===== config.mk =====
export PLATFORM = sky130hd
export DESIGN_NAME = eth_rx_fields
export DESIGN_NICKNAME = d
export VERILOG_FILES = /design/src/rtl/eth_rx_fields.sv
export SDC_FILE = /design/constraint.sdc
export NUM_CORES = 1
export LEC_CHECK = 0
export BUFFER_PORTS_ARGS = -buffer_cell sky130_fd_sc_hd__buf_2
export CAP_MARGIN = 20
export CORE_MARGIN = 1
export CORE_UTILIZATION = 50
export CTS_CLUSTER_SIZE = 12
export DETAILED_ROUTE_END_ITERATION = 6
export GPL_TIMING_DRIVEN = 0
export PLACE_DENSITY = 0.79
export SKIP_CTS_REPAIR_TIMING = 1
export SLEW_MARGIN = 40
export SYNTH_ARGS = -nofsm -noshare
export SYNTH_HDL_FRONTEND = slang
export SYNTH_SLANG_ARGS = --single-unit

===== constraint.sdc =====
create_clock -name clk_i -period 0.9 [get_ports clk_i]
set_input_delay 0.045 -clock clk_i [delete_from_list [all_inputs] [get_ports clk_i]]
set_output_delay 0.045 -clock clk_i [all_outputs]
set_load 0.03 [all_outputs]

===== src/rtl/eth_rx_fields.sv =====
`timescale 1ns/1ps
module eth_rx_fields #(
  parameter int IDX_W      = 11,
  parameter int ADDR_BYTES = 6,
  parameter int LEN_BYTES  = 2
) (
  input  logic                    clk_i,
  input  logic                    rst_ni,
  input  logic                    valid_i,
  input  logic [7:0]              data_i,
  input  logic [IDX_W-1:0]        idx_i,
  output logic [8*ADDR_BYTES-1:0] dst_o,
  output logic [8*ADDR_BYTES-1:0] src_o,
  output logic [8*LEN_BYTES-1:0]  len_o,
  output logic                    done_o
);
  localparam int AW = 8 * ADDR_BYTES;
  localparam int LW = 8 * LEN_BYTES;
  localparam logic [IDX_W-1:0] SRC_AT  = IDX_W'(ADDR_BYTES);
  localparam logic [IDX_W-1:0] LEN_AT  = IDX_W'(2 * ADDR_BYTES);
  localparam logic [IDX_W-1:0] END_AT  = IDX_W'(2 * ADDR_BYTES + LEN_BYTES);
  localparam logic [IDX_W-1:0] LAST_AT = IDX_W'(2 * ADDR_BYTES + LEN_BYTES - 1);

  logic [AW-1:0] dst_q, src_q;
  logic [LW-1:0] len_q;
  logic          done_q;

  always_ff @(posedge clk_i or negedge rst_ni) begin
    if (!rst_ni) begin
      dst_q  <= '0;
      src_q  <= '0;
      len_q  <= '0;
      done_q <= 1'b0;
    end else begin
      done_q <= valid_i && (idx_i == LAST_AT);
      if (valid_i) begin
        if (idx_i < SRC_AT)      dst_q <= {dst_q[AW-9:0], data_i};
        else if (idx_i < LEN_AT) src_q <= {src_q[AW-9:0], data_i};
        else if (idx_i < END_AT) len_q <= {len_q[LW-9:0], data_i};
      end
    end
  end

  assign dst_o  = dst_q;
  assign src_o  = src_q;
  assign len_o  = len_q;
  assign done_o = done_q;
endmodule


; ---- After elaboration in Yosys (flattened, before gate mapping)
; Index checks and enable logic that the tools add are counted.
; W data, S select, Z words.
[word_totals]
output_inout_bits = 113
register_bits = 113
input_bits = 22
[op_classes]
eq_ne = 1
magnitude_cmp = 3
n_reduce_logical = 4
bitwise_logic = 2
[ops]
columns = operator, n
row1 = $lt A11 B4 Y1 const B, 2
row2 = $eq A11 B4 Y1 const B, 1
row3 = $lt A11 B3 Y1 const B, 1
row4 = $reduce_and A4 Y1, 1
row5 = $reduce_and A3 Y1, 1
row6 = $not A1 Y1, 2
row7 = $reduce_and A2 Y1, 1
row8 = $logic_and A1 B1 Y1, 1

; ---- Logic depth before layout (Yosys ltp)
[logic_depth]
word_depth = 3
depth_mapped = 5
depth_no_buf = 3

; ---- Least setup slack after synthesis
; No wires, ideal clock.
[synth_timing]
kind = in2reg
from = input port idx_i[9]
to = register src_q[41], in the netlist src_o[41]
required_time_ns = 0.772
cell_stages = 5
setup_time_ns = 0.128
slack_ns = -0.379
arrival_time_ns = 1.151
n_path_buf = 2
cell_sequence = nor4b_4 o211ai_1 buf_4 buf_6 mux2_1
[synth_via]
elab_chain_len = 3
word_cells_on_any_way = 4
classes_between = order compare: 2 / bitwise: 1 / reduce/logical: 1
[synth_lines]
columns = item, line_no
row1 = start: declaration, 11  ; input logic [IDX_W-1:0] idx_i,
row2 = $lt A11 B3 Y1, 37  ; if (idx_i < SRC_AT) dst_q <= {dst_q[AW-9:0], data_i};
row3 = $not A1 Y1 (no line), -
row4 = $reduce_and A3 Y1 (no line) *, -
row5 = end signal: assignment, 38  ; else if (idx_i < LEN_AT) src_q <= {src_q[AW-9:0], data_i};
row6 = end: declaration, 24  ; logic [AW-1:0] dst_q, src_q;
; Every way passes the cells marked *; elsewhere a longest branch is shown, timed or not.
; A chain may end at the register's enable or synchronous reset.

; ---- Final worst setup path
[layout_timing]
from = register src_q[9], in the netlist src_o[9]
to = output port src_o[9]
[layout_rtl]
columns = item, line_no
row1 = end: declaration, 13  ; output logic [8*ADDR_BYTES-1:0] src_o,
; No word-level cell between the ends.

==> metrics <==
Post-DRT Antenna Nets 0; fill count 336; max incr delay on CP 0.43 ns; # H-tree levels 4; Crit Path Max Fanout 3; crit path DAT 1.09 ns; Synth Instances 246; full die area 8920 µm²; Tcrit/Tclk final 1.26; n_diodes 0; RSZ-0062 raised after global routing yes; Slew headroom 0.745; Area growth, synth to finish 68.5%; final setup TNS -34.06 ns; Pwr Density 1650 nW/µm²; Setup-failing EPs final 223; Seq/Total Area, Yosys 0.662; Clock Latency Late Sink 0.50 ns; EDFF count, synth 0; Critical Path RT 0.85 ns; Core ar. 8260 µm²; CTS tree built; initial antenna violation count 0; count leader, synth dfrtp_1; R2R Path Start dst_o[22]; Final Hold Violating Endpoints 0; Pwr Total 11.9 mW; f_max 879 MHz; Clock Tree Buf Depth 2; WHS 0.0312 ns; Avg Inst Size Synth 17.4 µm²; status finished with violations; critical path type flip-flop to output pin; Least-Margin Pin Slew 0.383 ns; met1 Use GR 0.241; share of the synthesized area in the top cell type 0.662; crit-path cells buf_6; slowest stage cell, crit path dfrtp_1; Post-Route WL 12.5 mm; Core Util, Final 0.872; Die Span Y 94.5 µm; top_reg_cell synth dfrtp_1; combinational power share 0.041; Reg clk slew, reported paths 0.06 ns; Synth top cells by count 113 x dfrtp_1, 111 x mux2_2, 4 x buf_2, 4 x buf_6; R2R Setup Slk -0.10 ns; Layout Skew 0.00672 ns; Critical R2R Capture dst_o[30]; via count 3025; post-place setup slack -0.673 ns; post-DP HPWL 5.94 mm; CP bufs+invs 1; Clock power frac 0.524; async set-reset flop share out of synthesis 1.00; worst vdd ir 1.75 mV; number of global-route vias before repair 2746; Initial Util 0.518; Inst Count DP 486; global route overflow 0; Die Width 94.5 µm; global routing's busiest layer met2; register share of total power 0.435; CP startpoint src_o[9]; total of max-cap violations 0; Int Power 9.31 mW; count of cell types in the netlist 16; CTS Buf Count 17; min-delay worst type input port to asynchronous set/reset pin; Root Driver clkbuf_8; leading post-synthesis cells by cell area dfrtp_1 66%, mux2_2 29%, buf_6 1.1%; Final Worst Setup Slack -0.238 ns; Worst setup endpoint src_o[9]; Nets 487; fraction of layout cells with a size suffix above 1 0.720; Sw Ratio 0.215; Post-DP Area 5140 µm²; global routing usage on met2 0.348; yosys synthesis warning count 0; final instance count without filler cells 583; DR vias/cell 5.19; failing checks negative setup slack; port bufs 134; GP Congestion 0.746; Tmin final 1.14 ns; crit end category output pin; global-route wire length before repair 13.3 mm; FP Rows 33; Iteration-0 DRC Markers 86; design area 7200 µm²; largest net degree at the start of global routing 80; 1st-pass router iterations 4; clock net sink count 113; area leader, netlist dfrtp_1; reg2reg path depth 3; Leakage 3.86 nW; #FFs+latches synth 113; Residual DRC 0; CP delay by family, top flip-flops; Worst setup SP type flip-flop; stages on the worst setup path 1; DR WL/cell 21.4 µm; Sw Pwr 2.54 mW; Post-Syn Nets 268; Mapped Area 4270 µm²; Slew Limit Fails 0; I/O Pins 135; M3 GR Usage 0.0588; Global Route Usage Sum 0.204
area by class of cell:
type,count,area [µm²],share of cell area
plain buffers,11,161,0.0224
clock buffers,21,439,0.0610
clock inverters,11,114,0.0158
multi-input cells,122,1410,0.196
flip-flops and latches,113,2830,0.393
well taps,105,131,0.0182
repair buffers,200,2120,0.294
power groups by stage:
| stage | combinational [mW] | sequential (mW) | clock, mW |
|---|---|---|---|
| 6_report | 0.482 | 5.16 | 6.21 |
| 5_1_grt | 0.519 | 5.16 | 6.52 |
| 4_1_cts | 0.362 | 5.15 | 6.27 |
| 3_5_place_dp | 0.361 | 5.23 | 0 |
| 3_3_place_gp | 0.332 | 5.23 | 0 |
| 2_1_floorplan | 0.0509 | 5.30 | 0 |
sequential cells by signal, summed over array words and instances, names as in the netlist:
register  count
done_o        1
dst_o        48
len_o        16
src_o        48
worst min path at each step:
| stage | startpoint | endpoint | cells past startpoint |
|---|---|---|---|
| 6_report | rst_ni | dst_o[40] | 2 |
| 5_1_grt | rst_ni | dst_o[40] | 2 |
| 4_1_cts | rst_ni | dst_o[40] | 1 |
| 3_5_place_dp | rst_ni | dst_o[22] | 1 |
| 3_3_place_gp | data_i[7] | len_o[7] | 2 |
| 2_1_floorplan | rst_ni | done_o | 0 |
cell families after synthesis:
logic type / synth area share
DFF: 0.662
buffers and inverters: 0.0187
AOI/OAI and AO/OA: 0.00293
and+or+nand+nor: 0.0217
muxes: 0.295
layout by cell type, fill, tap and decap left out, types with 2 or more instances in the layout:
master         instances
and3b_1                2
buf_12                 3
buf_2                 16
buf_4                 33
buf_6                136
buf_8                  4
bufinv_16              2
clkbuf_1               3
clkbuf_16             22
clkbuf_8               2
clkinv_2               6
clkinvlp_4             2
dfrtp_1              113
dlygate4sd3_1         12
mux2_2               105
mux2_4                 7
nand3_4                2
layer usage:
layer | wire length, µm | up-vias
met4 | 279 | 0
met3 | 628 | 24
met1 | 4780 | 1563
met2 | 6780 | 117
li1 | - | 1321
met5 | 0 | -
(Power assumes the default switching activity.)
